<file path="config.mk">
export PLATFORM = sky130hd
export DESIGN_NAME = burst_order_gen
export DESIGN_NICKNAME = d
export VERILOG_FILES = /design/src/rtl/burst_order_pkg.sv /design/src/rtl/burst_order_ctrl.sv /design/src/rtl/burst_order_map.sv /design/src/rtl/burst_order_oreg.sv /design/src/rtl/burst_order_gen.sv
export SDC_FILE = /design/constraint.sdc
export NUM_CORES = 1
export LEC_CHECK = 0
export ABC_AREA = 1
export BUFFER_PORTS_ARGS = -buffer_cell sky130_fd_sc_hd__buf_2
export CORE_MARGIN = 10
export CORE_UTILIZATION = 47
export DETAILED_ROUTE_END_ITERATION = 16
export PLACE_DENSITY = 0.77
export RECOVER_POWER = 25
export SLEW_MARGIN = 40
export SYNTH_ARGS = -nofsm -noshare
export SYNTH_HDL_FRONTEND = slang
export SYNTH_HIERARCHICAL = 1
export SYNTH_SLANG_ARGS = --single-unit
</file>
<file path="constraint.sdc">
create_clock -name clk -period 1.12 [get_ports clk]
set_clock_uncertainty 0.05 [all_clocks]
set_input_delay 0.224 -clock clk [delete_from_list [all_inputs] [get_ports clk]]
set_output_delay 0.224 -clock clk [all_outputs]
set_load 0.01 [all_outputs]
</file>
<file path="src/rtl/burst_order_pkg.sv">
package burst_order_pkg;

   typedef enum logic {
      ORD_SEQ = 1'b0,
      ORD_ILV = 1'b1
   } ord_e;

   typedef enum logic {
      DIR_RD = 1'b0,
      DIR_WR = 1'b1
   } dir_e;

   typedef struct packed {
      ord_e ord;
      dir_e dir;
      logic chop;
   } bmode_t;

endpackage

</file>
<file path="src/rtl/burst_order_ctrl.sv">
module burst_order_ctrl
   import burst_order_pkg::*;
#(
   parameter int unsigned IDX_W = 3
) (
   input  logic             clk,
   input  logic             rst_n,
   input  logic             start_i,
   input  logic [IDX_W-1:0] col_i,
   input  bmode_t           mode_i,
   output logic             act_o,
   output logic [IDX_W-1:0] slot_o,
   output logic [IDX_W-1:0] col_o,
   output bmode_t           mode_o,
   output logic             ovr_o
);

   localparam logic [IDX_W-1:0] SLOT_LAST = '1;

   logic             act_q;
   logic [IDX_W-1:0] slot_q;
   logic [IDX_W-1:0] col_q;
   bmode_t           mode_q;
   logic             ovr_q;
   logic             accept;

   assign accept = start_i & ~act_q;

   always_ff @(posedge clk) begin
      if (!rst_n) begin
         act_q  <= 1'b0;
         slot_q <= '0;
         col_q  <= '0;
         mode_q <= '{ord: ORD_SEQ, dir: DIR_RD, chop: 1'b0};
         ovr_q  <= 1'b0;
      end else begin
         ovr_q <= start_i & act_q;
         if (accept) begin
            act_q  <= 1'b1;
            slot_q <= '0;
            col_q  <= col_i;
            mode_q <= mode_i;
         end else if (act_q) begin
            if (slot_q == SLOT_LAST) begin
               act_q  <= 1'b0;
               slot_q <= '0;
            end else begin
               slot_q <= slot_q + 1'b1;
            end
         end
      end
   end

   assign act_o  = act_q;
   assign slot_o = slot_q;
   assign col_o  = col_q;
   assign mode_o = mode_q;
   assign ovr_o  = ovr_q;

endmodule

</file>
<file path="src/rtl/burst_order_map.sv">
module burst_order_map
   import burst_order_pkg::*;
#(
   parameter int unsigned IDX_W = 3
) (
   input  logic             act_i,
   input  logic [IDX_W-1:0] slot_i,
   input  logic [IDX_W-1:0] col_i,
   input  bmode_t           mode_i,
   output logic [IDX_W-1:0] idx_o,
   output logic             vld_o,
   output logic             drv_o,
   output logic             last_o
);

   localparam int unsigned    LW        = IDX_W - 1;
   localparam logic [IDX_W-1:0] SLOT_LAST = '1;

   logic [IDX_W-1:0] ilv_idx;
   logic [IDX_W-1:0] seq_idx;
   logic [IDX_W-1:0] wch_idx;
   logic [LW-1:0]    seq_lo;
   logic [IDX_W-1:0] raw_idx;
   logic             in_upper;

   // interleaved: bitwise xor of start and slot; chopped write: top bit from column
   for (genvar g = 0; g < IDX_W; g++) begin : g_bit
      assign ilv_idx[g] = col_i[g] ^ slot_i[g];
      if (g == IDX_W - 1) begin : g_top
         assign wch_idx[g] = col_i[g];
      end else begin : g_low
         assign wch_idx[g] = slot_i[g];
      end
   end

   // sequential: rotate inside the half, top bit flips for second half
   assign seq_lo  = col_i[LW-1:0] + slot_i[LW-1:0];
   assign seq_idx = {col_i[IDX_W-1] ^ slot_i[IDX_W-1], seq_lo};

   assign in_upper = slot_i[IDX_W-1];

   always_comb begin
      if (mode_i.dir == DIR_WR) begin
         raw_idx = mode_i.chop ? wch_idx : slot_i;
      end else if (mode_i.ord == ORD_ILV) begin
         raw_idx = ilv_idx;
      end else begin
         raw_idx = seq_idx;
      end
   end

   assign vld_o  = act_i & ~(mode_i.chop & in_upper);
   assign drv_o  = vld_o & (mode_i.dir == DIR_RD);
   assign idx_o  = vld_o ? raw_idx : '0;
   assign last_o = act_i & (slot_i == SLOT_LAST);

endmodule

</file>
<file path="src/rtl/burst_order_oreg.sv">
module burst_order_oreg #(
   parameter int unsigned IDX_W = 3
) (
   input  logic             clk,
   input  logic             rst_n,
   input  logic [IDX_W-1:0] idx_i,
   input  logic             vld_i,
   input  logic             drv_i,
   input  logic             last_i,
   output logic [IDX_W-1:0] idx_o,
   output logic             vld_o,
   output logic             drv_o,
   output logic             done_o
);

   always_ff @(posedge clk) begin
      if (!rst_n) begin
         idx_o  <= '0;
         vld_o  <= 1'b0;
         drv_o  <= 1'b0;
         done_o <= 1'b0;
      end else begin
         idx_o  <= idx_i;
         vld_o  <= vld_i;
         drv_o  <= drv_i;
         done_o <= last_i;
      end
   end

endmodule

</file>
<file path="src/rtl/burst_order_gen.sv">
module burst_order_gen
   import burst_order_pkg::*;
#(
   parameter int unsigned IDX_W = 3
) (
   input  logic             clk,
   input  logic             rst_n,
   input  logic             start_i,
   input  logic [IDX_W-1:0] col_i,
   input  logic             ilv_i,
   input  logic             wr_i,
   input  logic             chop_i,
   output logic [IDX_W-1:0] beat_idx_o,
   output logic             beat_vld_o,
   output logic             drv_en_o,
   output logic             done_o,
   output logic             overrun_o
);

   if (IDX_W < 2) begin : g_bad_width
      $error("burst_order_gen: IDX_W must be at least 2");
   end

   bmode_t           mode_in;
   bmode_t           mode_q;
   logic             act;
   logic [IDX_W-1:0] slot;
   logic [IDX_W-1:0] col_q;
   logic [IDX_W-1:0] idx_c;
   logic             vld_c;
   logic             drv_c;
   logic             last_c;

   assign mode_in.ord  = ilv_i ? ORD_ILV : ORD_SEQ;
   assign mode_in.dir  = wr_i  ? DIR_WR  : DIR_RD;
   assign mode_in.chop = chop_i;

   burst_order_ctrl #(.IDX_W(IDX_W)) u_ctrl (
      .clk     (clk),
      .rst_n   (rst_n),
      .start_i (start_i),
      .col_i   (col_i),
      .mode_i  (mode_in),
      .act_o   (act),
      .slot_o  (slot),
      .col_o   (col_q),
      .mode_o  (mode_q),
      .ovr_o   (overrun_o)
   );

   burst_order_map #(.IDX_W(IDX_W)) u_map (
      .act_i  (act),
      .slot_i (slot),
      .col_i  (col_q),
      .mode_i (mode_q),
      .idx_o  (idx_c),
      .vld_o  (vld_c),
      .drv_o  (drv_c),
      .last_o (last_c)
   );

   burst_order_oreg #(.IDX_W(IDX_W)) u_oreg (
      .clk    (clk),
      .rst_n  (rst_n),
      .idx_i  (idx_c),
      .vld_i  (vld_c),
      .drv_i  (drv_c),
      .last_i (last_c),
      .idx_o  (beat_idx_o),
      .vld_o  (beat_vld_o),
      .drv_o  (drv_en_o),
      .done_o (done_o)
   );

endmodule

</file>
; ---- After elaboration in Yosys (flattened, before gate mapping)
; Cells that the tools add are included.
[totals]
ff_bits = 17
inputBits = 9
output_inout_bits = 7
elab_cells = 38
[classes]
addsub = 2
eq_ne = 1
muxes = 9
n_bitwise = 13
reduce_logical = 2
[op_table]
columns = cell, n
row1 = two-way mux 3 bit, 3
row2 = bitwise AND 1 bit, 6
row3 = two-way mux 1 bit, 5
row4 = inverter 1 bit, 4
row5 = adder 3 x 1 -> 3 bit (second input constant), 1
row6 = == test 3 bit (second input constant), 1
row7 = XOR 1 bit, 3
row8 = adder 2 bit, 1
row9 = two-way mux 2 bit, 1
row10 = AND reduction 2 bit, 1
row11 = OR reduction 2 bit, 1

; ---- Longest topological paths before layout
; Gate-level depths: netlist (run 1).
[logic_depth]
depth_word = 4
mapped_depth = 8
ltp_nobuf = 8

; ---- Cells and area by module
; The synthesis (run 1) kept the hierarchy.
[modules_own_cells]
columns = module, n_inst, cells_each, area_each_um2, seq_area_each_um2
row1 = burst_order_ctrl, 1, 65, 501.7, 220.2
row2 = burst_order_oreg, 1, 18, 165.2, 120.1
row3 = burst_order_map, 1, 30, 142.6, 0.0

; ---- Least setup slack after synthesis (run 1)
; No wires, ideal clock.
[synth_path]
path_kind = register -> register
startpoint = register u_ctrl.slot_q[0], in the netlist u_ctrl/slot_o[0]
endpoint = register u_oreg.idx_o[1]
setup_time_ns = 0.109
arrival_time_ns = 0.949
required_time_ns = 0.961
setup_slack_ns = 0.013
path_stages_with_launch = 9
path_buffers = 0
synth_period_minus_slack_ns = 1.107
cell_sequence = dfxtp_1 ha_1 nand3_1 nand2_1 nor2_1 nor2_1 nor2_1 nand2_1 inv_1
[synth_between]
elab_chain_cells = 3
[synth_lines]
columns = element, line_no
row1 = from (decl), burst_order_ctrl.sv:21  ; logic [IDX_W-1:0] slot_q;
row2 = from (signal assigned), burst_order_ctrl.sv:48  ; slot_q <= slot_q + 1'b1;
row3 = adder 2 bit, burst_order_map.sv:37  ; assign seq_lo = col_i[LW-1:0] + slot_i[LW-1:0];
row4 = two-way mux 2 bit, burst_order_map.sv:45  ; end else if (mode_i.ord == ORD_ILV) begin
row5 = two-way mux 3 bit, burst_order_map.sv:43  ; if (mode_i.dir == DIR_WR) begin
row6 = to (signal assigned), burst_order_oreg.sv:23  ; idx_o <= idx_i;
row7 = to (decl), burst_order_oreg.sv:10  ; output logic [IDX_W-1:0] idx_o,
; Every way passes these cells.
; A chain may end at the register's enable or synchronous reset.

; ---- Worst setup path after layout (run 1)
; Same ends and word-level chain as after synthesis.

==> results of run 1 <==
sequential cells by signal (all words and copies together) (netlist names):
register,flops
u_ctrl/col_o,3
u_oreg/idx_o,3
u_ctrl/ovr_o,1
u_ctrl/mode_o,3
u_oreg/vld_o,1
u_oreg/done_o,1
u_ctrl/act_o,1
u_oreg/drv_o,1
u_ctrl/slot_o,3
power by group through the flow:
stage,clock network [W],logic [W],registers (W)
after global routing,0.000355,0.000232,0.000671
after CTS,0.000339,0.000191,0.000662
after detailed placement,0,0.000185,0.000675
after floorplan,0,0.000125,0.000681
after global placement,0,0.000179,0.000674
final,0.000320,0.000208,0.000667
synth_stat cells:
| library cell | n |
|---|---|
| nand2_1 | 27 |
| nor2_1 | 20 |
| dfxtp_1 | 17 |
| inv_1 | 15 |
| nand3_1 | 10 |
| inv_2 | 5 |
| a21oi_2 | 4 |
| a21oi_1 | 3 |
| ha_1 | 3 |
| buf_6 | 1 |
| clkbuf_8 | 1 |
| inv_4 | 1 |
| nand2_2 | 1 |
| nand2_4 | 1 |
| nand4_1 | 1 |
| nor2_2 | 1 |
| nor3_2 | 1 |
| o21ai_2 | 1 |
area by class of cell:
cell class	count	area (um2)	share of cell area (%)
Multi-Input combinational cell	73	421.7	41.76
Sequential cell	17	347.8	34.45
Timing Repair Buffer	20	112.6	11.15
Inverter	21	81.33	8.055
Clock buffer	4	26.28	2.602
Tap cell	16	20.02	1.983
how the worst max path moves through the flow:
| stage | start | endpoint | cells after the start | slack [ns] |
|---|---|---|---|---|
| global route | u_ctrl/slot_o[0] | u_oreg/idx_o[1] | 8 | -0.02 |
| CTS | u_ctrl/slot_o[0] | u_oreg/idx_o[1] | 8 | -0.01 |
| detailed placement | u_ctrl/slot_o[0] | u_ctrl/slot_o[1] | 5 | -0.06 |
| floorplan | u_ctrl/slot_o[0] | u_oreg/idx_o[1] | 8 | 0.01 |
| finish | u_ctrl/slot_o[0] | u_oreg/idx_o[1] | 8 | 0.004 |
| global placement | u_ctrl/slot_o[0] | u_oreg/idx_o[1] | 8 | 0.02 |
timing repair:
action	CTS	global route
endpoints found under the hold margin	0	0
setup endpoints to repair	5	6
pin swaps	0	8
buffers inserted	1	0
resized for setup	5	12
through the flow:
step	cell area, um2	power (W)
final	1010	0.001195
after global routing	1010	0.001259
after CTS	950.9	0.001192
after detailed placement	909.6	0.0008599
after global placement	909.6	0.0008530
after floorplan	809.5	0.0008059
routing by layer:
metal,up-vias,share of wire [%],routed length (um)
met1,294,43,755
met4,0,3.4,59
met2,29,47,818
met5,-,0,0
met3,6,6.7,117
li1,390,-,-
critical path: cells and delay by family, from the launching register on:
kind	cells	cell delay, ns
adders and majority gates	1	0.17
buffers and inverters	1	0.05
DFF	1	0.38
and+or+nand+nor	6	0.43
logic make-up (layout without fill, tap and decap cells):
family | after synthesis | after routing
and+or+nand+nor | 62 | 62
adders and majority gates | 3 | 3
AOI/OAI and AO/OA | 8 | 8
DFF | 17 | 17
buffers and inverters | 23 | 45
==> key figures, run 1 <==
Status
  • Status: finished, final reports clean

Yosys
  • Synthesized flop and latch total: 17
  • Largest family of logic cells by synthesized area: simple AND/OR/NAND/NOR gates
  • Post-Synth XOR/XNOR Area: 0%
  • Mux contribution to synthesized area: 0%
  • Adder-cell share of the synthesized area: 4.637%
  • Post-synthesis cell type count: 18
  • Simple-Gate Fraction of Synth Area: 32.92%
  • Synth Area in Compound Gates: 7.264%
  • Synth Instances: 113
  • Biggest area consumer among synthesized cells: dfxtp_1
  • Netlist Area Pre-Place: 809.5 um2
  • Mean Syn Cell Area: 7.164 um2
  • Area contributors post-synth: dfxtp_1 42%, nand2_1 13%, nor2_1 9.3%
  • Ys Warns: 6
  • Synth top area share: 42.04%
  • Syn_nets: 125
  • Register area share after synthesis: 42.04%

GRT
  • Vias in the first global route: 672
  • Met2 usage: 14.79%
  • GRT Util Overall: 9.522%
  • Initial antenna violation count: 0
  • Grt ovf: 0
  • Met1 Track Usage GR: 10.45%
  • Met3 Use GR: 2.469%
  • GRT busiest layer: met2
  • First-pass GRT wire length: 2725 um
  • Pin count of the biggest net entering global routing: 16

STA
  • Final Setup Violations: 0
  • Tmin final: 1.116 ns
  • Worst hold slack: 0.1638 ns
  • Total negative setup slack: 0 ns
  • Final worst slack: 0.004456 ns
  • F_max: 896.4 MHz
  • Worst rel slew slack: 81.67%
  • Hold Violations, Final: 0
  • Final worst-path cycle share: 99.60%
  • Final Max Slew Viols: 0
  • RSZ-0062 raised after global routing: true
  • Slew @ Worst Pin: 0.2749 ns

Detailed routing
  • Wirelength per Cell: 11.60 um
  • Drt first pass iters: 4
  • Remaining DRCs: 0
  • Vias per cell: 4.762
  • Final antenna-violating net count: 0
  • DR vias: 719
  • Final wirelength: 1751 um
  • Starting DRT DRC Count: 12

Worst setup path
  • Crit path max fanout: 3
  • Kind of critical path: reg -> reg
  • Worst Path Required: 1.31 ns
  • RR Endpoint: u_oreg/idx_o[1]
  • Cell Chain, Critical Path: ha_4 > nand3_2 > nand2_1 > nor2_1 > nor2_1 > nor2_1 > nand2_1 > inv_1
  • Most numerous cell on the critical path: nor2_1
  • Reg2reg start: u_ctrl/slot_o[0]
  • Worst EP arrival: 1.30 ns
  • R2R cell count: 8
  • Crit. End Element: flop
  • Reg2Reg Setup Slack: 0.004 ns
  • Crit-path max cell delay: 0.38 ns
  • CP Launch Type: flop
  • Slowest cell on crit path: dfxtp_4

Cells and area
  • Ant. Diodes: 0
  • Commonest non-fill, non-tap cells in the layout: 27 x nand2_1, 20 x nor2_1, 15 x buf_2
  • Nets: 148
  • Commonest non-fill, non-tap cell in the layout: nand2_1
  • Final Core Density: 64.77%
  • Layout cells sized above 1: 37.78%
  • Fill count: 133
  • Fin cells: 151
  • Synthesis-to-layout area growth: 24.73%

CTS
  • CTS sink cnt: 17
  • Cts-stage hold buffer count: 0
  • CTS Buf Count: 3
  • CTS tree: yes
  • Clock latency on the worst-skew pair: 0.28 ns
  • H-tree lvl count: 1
  • Root buffer cell: clkbuf_4
  • Clock-pin slew on the worst setup and hold paths: 0.09 ns
  • Worst-case clock buffer depth: 2

Die
  • Core footprint: 0.001559 mm2
  • DIE AREA: 0.003782 mm2
  • I/O Pins: 16
  • Num rows: 14
  • Die height: 61.50 um
  • Die width: 61.50 um
  • Initial Util: 51.93%

Power
  • Leakage: 0.5208 nW
  • Worst vdd ir: 0.7147 mV
  • Power share of the clock group: 26.8%
  • Pwr/cell area: 1183 mW/mm2
  • Cell Int Power: 0.0008619 W
  • Gate power share: 17.4%
  • Register share of total power: 55.8%
  • Net Switching: 0.0003331 W
  • Sw Ratio: 27.87%

Place
  • Hpwl dp: 1266 um
  • Placer's final routability congestion estimate: 0.7537
  • Inst Count DP: 146
  • I/O Buffers: 15
  • Worst slack, placed: -0.05831 ns

Min path
  • Hold Path Class: in -> reg
  • Hold Crit Depth: 3
  • Hold_sp: start_i
  • Hold EP: u_ctrl/ovr_o

Run
  • Max_cap viols: 0
Note: power is estimated with default switching activity, not from simulation.
==> run 2: changes to the inputs <==
==> constraint.sdc (replaced) <==
create_clock -name clk -period 1.12 [get_ports clk]
set_clock_uncertainty 0.05 [all_clocks]
set_input_delay 0.168 -clock clk [delete_from_list [all_inputs] [get_ports clk]]
set_output_delay 0.168 -clock clk [all_outputs]
set_load 0.01 [all_outputs]
==> run 2 against run 1 <==
  * Critical path depth down 4
  * Global-route usage down 1.9 points
  * Core utilization down 3.5 points
  * Via count down 2.4%
==> key figures, run 2 (synthesis results as in run 1) <==
Status
  • Status: finished, final reports clean (unchanged)

GRT
  • Vias in the first global route: 548 (was 672)
  • Initial antenna violation count: 0 (unchanged)
  • Pin count of the biggest net entering global routing: 16 (unchanged)
  • Grt ovf: 0 (unchanged)
  • GRT Util Overall: 7.632% (was 9.522%)
  • First-pass GRT wire length: 2180 um (was 2725 um)

Cells and area
  • Synthesis-to-layout area growth: 18.08% (was 24.73%)
  • Ant. Diodes: 0 (unchanged)
  • Register area: 346.6 um2 (was 347.8 um2)
  • Final Core Density: 61.32% (was 64.77%)
  • Area of the multi-input gates: 384.1 um2 (was 421.7 um2)
  • Fin cells: 149 (was 151)
  • Commonest non-fill, non-tap cells in the layout: 27 x nand2_1, 20 x nor2_1, 15 x buf_2 (unchanged)
  • Commonest non-fill, non-tap cell in the layout: nand2_1 (unchanged)
  • Nets: 146 (was 148)
  • Layout cells sized above 1: 32.33% (was 37.78%)
  • Fill count: 137 (was 133)

Worst setup path
  • R2R cell count: 4 (was 8)
  • Kind of critical path: reg -> reg (unchanged)
  • Most numerous cell on the critical path: ha_1 (was nor2_1)
  • Cell Chain, Critical Path: ha_1 > ha_1 > nand2_1 > a21oi_2 (was ha_4 > nand3_2 > nand2_1 > nor2_1 > nor2_1 > nor2_1 > nand2_1 > inv_1)
  • Crit-path max cell delay: 0.37 ns (was 0.38 ns)
  • Crit path max fanout: 4 (was 3)
  • RR Endpoint: u_ctrl/slot_o[2] (was u_oreg/idx_o[1])
  • CP Launch Type: flop (unchanged)
  • Slowest cell on crit path: dfxtp_4 (unchanged)
  • Worst EP arrival: 1.30 ns (about the same)
  • Crit path max-delay family: adder cells (was simple AND/OR/NAND/NOR gates)
  • Reg2Reg Setup Slack: 0.002 ns (was 0.004 ns)
  • Reg2reg start: u_ctrl/slot_o[0] (unchanged)
  • WP buf/inv: 0 (was 1)
  • Worst Path Required: 1.31 ns (about the same)
  • Crit. End Element: flop (unchanged)

Detailed routing
  • DR vias: 702 (was 719)
  • Remaining DRCs: 0 (unchanged)
  • Final antenna-violating net count: 0 (unchanged)
  • Starting DRT DRC Count: 12 (unchanged)
  • Vias per cell: 4.711 (was 4.762)
  • Wirelength per Cell: 9.745 um (was 11.60 um)
  • Final wirelength: 1452 um (was 1751 um)
  • Drt first pass iters: 4 (unchanged)

Power
  • Worst vdd ir: 0.7348 mV (was 0.7147 mV)
  • Leakage: 0.5142 nW (was 0.5208 nW)
  • Pwr/cell area: 1230 mW/mm2 (was 1183 mW/mm2)
  • Overall Power: 0.001176 W (was 0.001195 W)

Die
  • Die height: 61.50 um (unchanged)
  • Core footprint: 0.001559 mm2 (unchanged)
  • DIE AREA: 0.003782 mm2 (unchanged)
  • Num rows: 14 (unchanged)
  • Die width: 61.50 um (unchanged)
  • I/O Pins: 16 (unchanged)
  • Initial Util: 51.93% (unchanged)

Min path
  • Hold Crit Depth: 5 (was 3)
  • Hold_sp: col_i[0] (was start_i)
  • Hold Path Class: in -> reg (unchanged)
  • Hold EP: u_ctrl/col_o[0] (was u_ctrl/ovr_o)

Run
  • Max_cap viols: 0 (unchanged)

STA
  • F_max: 894.6 MHz (was 896.4 MHz)
  • Tmin final: 1.118 ns (was 1.116 ns)
  • Final Setup Violations: 0 (unchanged)
  • Final worst slack: 0.002158 ns (was 0.004456 ns)
  • Hold Violations, Final: 0 (unchanged)
  • Final Max Slew Viols: 0 (unchanged)
  • Slew @ Worst Pin: 0.2637 ns (was 0.2749 ns)
  • RSZ-0062 raised after global routing: true (unchanged)
  • Worst hold slack: 0.1375 ns (was 0.1638 ns)
  • Worst rel slew slack: 82.42% (was 81.67%)
  • Final worst-path cycle share: 99.81% (was 99.60%)

Place
  • Inst Count DP: 145 (was 146)
  • Worst slack, placed: -0.02024 ns (was -0.05831 ns)
  • I/O Buffers: 15 (unchanged)
  • Placer's final routability congestion estimate: 0.7472 (was 0.7537)
  • Hpwl dp: 1115 um (was 1266 um)

CTS
  • CTS Buf Count: 3 (unchanged)
  • CTS sink cnt: 17 (unchanged)
  • Root buffer cell: clkbuf_4 (unchanged)
  • H-tree lvl count: 1 (unchanged)
  • Worst-case clock buffer depth: 2 (unchanged)
  • Cts-stage hold buffer count: 0 (unchanged)
  • CTS tree: yes (unchanged)
  • Setup bufs post-CTS: 0 (was 1)
  • Clock latency on the worst-skew pair: 0.29 ns (was 0.28 ns)
  • Clock-pin slew on the worst setup and hold paths: 0.09 ns (about the same)
## run 2: changes by cell type in the layout (fill, tap and decap cells not counted), sizes merged
cell / change
buf: -2
## run 2: per-layer routing
| metal | share of wire, % | vias to the layer above | GRT usage, % | wire [um] |
|---|---|---|---|---|
| met3 | 5.0 | 3 | 2.058 | 73 |
| li1 | - | 385 | - | - |
| met2 | 44 | 21 | 11.57 | 638 |
| met5 | 0 | - | 0 | 0 |
| met4 | 2.3 | 0 | 5.732 | 33 |
| met1 | 49 | 293 | 8.974 | 706 |
## run 2: power by group
part | internal (W) | switching, W
logic | 0.0000755 | 0.000110
clock network | 0.000139 | 0.000187
registers | 0.000637 | 0.0000265
## run 2: timing repair
item / CTS / global route
pin swaps: 0 / 4
setup endpoints to repair: 2 / 6
cloned: 0 / 0
gates resized for setup: 2 / 7
## run 2: per-stage QoR
step	TNS, ns	cell area (um2)
CTS	0	929.6
detailed placement	-0.02024	902.1
floorplan	0	809.5
global route	-0.1909	955.9
finish	0	955.9
global placement	0	902.1
## run 2: worst min-delay path: cells and delay by family
kind | cells | cell delay [ns]
simple gates | 3 | 0.18
buf+inv | 2 | 0.10
## run 2: layout make-up
cell class                      count  area share, %
Multi-Input combinational cell     73          40.18
Sequential cell                    17          36.26
Timing Repair Buffer               18          10.21
Inverter                           21          8.508
Clock buffer                        4          2.749
Tap cell                           16          2.094
## run 2: worst max path at each step
| stage | cells after the start | slack [ns] | to | startpoint |
|---|---|---|---|---|
| after floorplan | 8 | 0.01 | u_oreg/idx_o[1] | u_ctrl/slot_o[0] |
| after global placement | 8 | 0.02 | u_oreg/idx_o[1] | u_ctrl/slot_o[0] |
| after detailed placement | 8 | -0.02 | u_oreg/idx_o[1] | u_ctrl/slot_o[0] |
| after CTS | 7 | 0.003 | u_oreg/idx_o[1] | u_ctrl/slot_o[0] |
| after global routing | 8 | -0.06 | u_oreg/idx_o[1] | u_ctrl/slot_o[0] |
| final | 4 | 0.002 | u_ctrl/slot_o[2] | u_ctrl/slot_o[0] |
==> run 3: changes to the inputs <==
CORE_MARGIN = 4   (was 10)
CORE_UTILIZATION = 52   (was 47)
PLACE_DENSITY = 0.81   (was 0.77)
clock period = 1.15 ns   (was 1.12 ns; I/O delays follow)
==> run 3 against run 2 <==
  * Global-route usage rose by 10 points
  * Combinational power about the same
  * Die area down 40%
  * Non-clock buffer count grew 1
  * Sequential share of layout area fell by 0.94 points
  * Wire length grew 17%
  * Worst setup slack improved by 0.013 ns
  * Register-to-register slack is essentially flat
  * Design area up 3.4%
  * Core utilization up 10 points
  * Cell count unchanged
  * Power fell by 0.62%
==> key figures, run 3 (synthesis results as in run 1) <==
STA
  • Final Setup Violations: 0 (unchanged)
  • Hold Violations, Final: 0 (unchanged)
  • Tmin final: 1.135 ns (was 1.118 ns)
  • Final worst-path cycle share: 98.69% (was 99.81%)
  • Final Max Slew Viols: 0 (unchanged)
  • F_max: 881.1 MHz (was 894.6 MHz)
  • Slew @ Worst Pin: 0.2677 ns (was 0.2637 ns)
  • Final worst slack: 0.01504 ns (was 0.002158 ns)
  • RSZ-0062 raised after global routing: true (unchanged)
  • Worst rel slew slack: 82.15% (was 82.42%)

Detailed routing
  • DR vias: 727 (was 702)
  • Wirelength per Cell: 11.37 um (was 9.745 um)
  • Vias per cell: 4.879 (was 4.711)
  • Final wirelength: 1694 um (was 1452 um)
  • Drt first pass iters: 4 (unchanged)
  • Final antenna-violating net count: 0 (unchanged)
  • Remaining DRCs: 0 (unchanged)
  • Starting DRT DRC Count: 6 (was 12)

Die
  • Die width: 47.46 um (was 61.50 um)
  • I/O Pins: 16 (unchanged)
  • Core footprint: 0.001383 mm2 (was 0.001559 mm2)
  • Num rows: 13 (was 14)
  • DIE AREA: 0.002252 mm2 (was 0.003782 mm2)
  • Initial Util: 58.55% (was 51.93%)
  • Die height: 47.46 um (was 61.50 um)

Place
  • Inst Count DP: 145 (unchanged)
  • Placer's final routability congestion estimate: 0.8022 (was 0.7472)
  • Hpwl dp: 1170 um (was 1115 um)
  • I/O Buffers: 15 (unchanged)
  • Worst slack, placed: -0.04650 ns (was -0.02024 ns)
  • Post-Place Cell Area: 908.4 um2 (was 902.1 um2)

Worst setup path
  • Crit. End Element: flop (unchanged)
  • Worst EP arrival: 1.29 ns (was 1.30 ns)
  • Crit path max fanout: 4 (unchanged)
  • Kind of critical path: reg -> reg (unchanged)
  • Worst Path Required: 1.30 ns (was 1.31 ns)
  • CP Launch Type: flop (unchanged)

Cells and area
  • Commonest non-fill, non-tap cell in the layout: nand2_1 (unchanged)
  • Final instance area: 988.4 um2 (was 955.9 um2)
  • Ant. Diodes: 0 (unchanged)
  • Commonest non-fill, non-tap cells in the layout: 24 x nand2_1, 20 x nor2_1, 14 x inv_1 (was 27 x nand2_1, 20 x nor2_1, 15 x buf_2)
  • Layout cells sized above 1: 35.82% (was 32.33%)
  • Fin cells: 149 (unchanged)
  • Synthesis-to-layout area growth: 22.10% (was 18.08%)
  • Final Core Density: 71.49% (was 61.32%)
  • Fill count: 123 (was 137)
  • Nets: 147 (was 146)

GRT
  • Vias in the first global route: 647 (was 548)
  • Met1 Track Usage GR: 16.82% (was 8.974%)
  • Grt ovf: 0 (unchanged)
  • GRT Util Overall: 17.92% (was 7.632%)
  • Met3 Use GR: 7.895% (was 2.058%)
  • Pin count of the biggest net entering global routing: 16 (unchanged)
  • GRT busiest layer: met2 (unchanged)
  • Initial antenna violation count: 0 (unchanged)
  • Met2 usage: 30.48% (was 11.57%)
  • First-pass GRT wire length: 2594 um (was 2180 um)

CTS
  • CTS sink cnt: 17 (unchanged)
  • CTS tree: yes (unchanged)
  • H-tree lvl count: 1 (unchanged)
  • Clock latency on the worst-skew pair: 0.31 ns (was 0.29 ns)
  • Root buffer cell: clkbuf_4 (unchanged)
  • Worst-case clock buffer depth: 2 (unchanged)
  • Cts-stage hold buffer count: 0 (unchanged)
  • CTS Buf Count: 3 (unchanged)
  • Clock-pin slew on the worst setup and hold paths: 0.10 ns (was 0.09 ns)

Run
  • Max_cap viols: 0 (unchanged)

Status
  • Status: finished, final reports clean (unchanged)

Power
  • Overall Power: 0.001168 W (was 0.001176 W)
  • Leakage: 0.5040 nW (was 0.5142 nW)
  • Pwr/cell area: 1182 mW/mm2 (was 1230 mW/mm2)
  • Worst vdd ir: 0.6606 mV (was 0.7348 mV)

Min path
  • Hold Path Class: in -> reg (unchanged)
==> run 3: changes by cell type in the layout (fill, tap and decap cells not counted) <==
cell and change:
ha_1 -2, nand2_1 -3, dfxtp_2 +2, a21oi_2 -1, dfxtp_1 -2, clkbuf_1 +3
nand2_2 +3, ha_4 +1, a21oi_4 +1, ha_2 +1, buf_2 -2
==> run 3: report_power, final <==
part	switching, W	total [W]	internal [W]
Combinational	0.000113	0.000188	0.0000751
Sequential	0.0000305	0.000652	0.000621
Clock	0.000193	0.000329	0.000136
Total	0.000336	0.00117	0.000832
==> run 3: metal layers <==
metal / wire (um) / share of wire, % / up-vias
li1: - / - / 385
met4: 46 / 2.7 / 0
met1: 663 / 39 / 328
met2: 911 / 54 / 10
met5: 0 / 0 / -
met3: 72 / 4.3 / 4
==> run 3: what timing repair did <==
action                     CTS  global route
pin swaps                    2             6
gates resized for setup      8            10
setup endpoints to repair    3             7
buffers inserted             0             0
==> run 3: worst max-delay path, stage by stage, from the launching register on <==
cell	delay, ns
dfxtp_4	0.39
ha_4	0.16
nand3_2	0.09
nand2_1	0.07
nor2_1	0.04
nor2_1	0.10
nor2_1	0.05
nand2_1	0.05
inv_1	0.04
==> run 3: area by class of cell <==
type                            count  area (um2)  area share (%)
Clock buffer                        4       26.28           2.658
Timing Repair Buffer               19       98.84           10.00
Inverter                           21       81.33           8.228
Sequential cell                    17       349.1           35.32
Multi-Input combinational cell     73       414.1           41.90
Tap cell                           15       18.77           1.899
==> run 3: metrics by stage <==
stage	hold WS, ns	setup TNS [ns]
global placement	0.4229	0
floorplan	0.2160	0
finish	0.1019	0
global route	0.1083	-0.1446
CTS	0.09527	0
detailed placement	0.4274	-0.04650
==> run 3: final timing paths <==
check / to / depth (start not counted) / slack, ns / start
min reg2reg: u_ctrl/col_o[0] / 2 / 0.46 / u_ctrl/col_o[0]
min: u_ctrl/ovr_o / 3 / 0.10 / start_i
max reg2reg: u_oreg/idx_o[1] / 8 / 0.02 / u_ctrl/slot_o[0]
max: u_oreg/idx_o[1] / 8 / 0.02 / u_ctrl/slot_o[0]
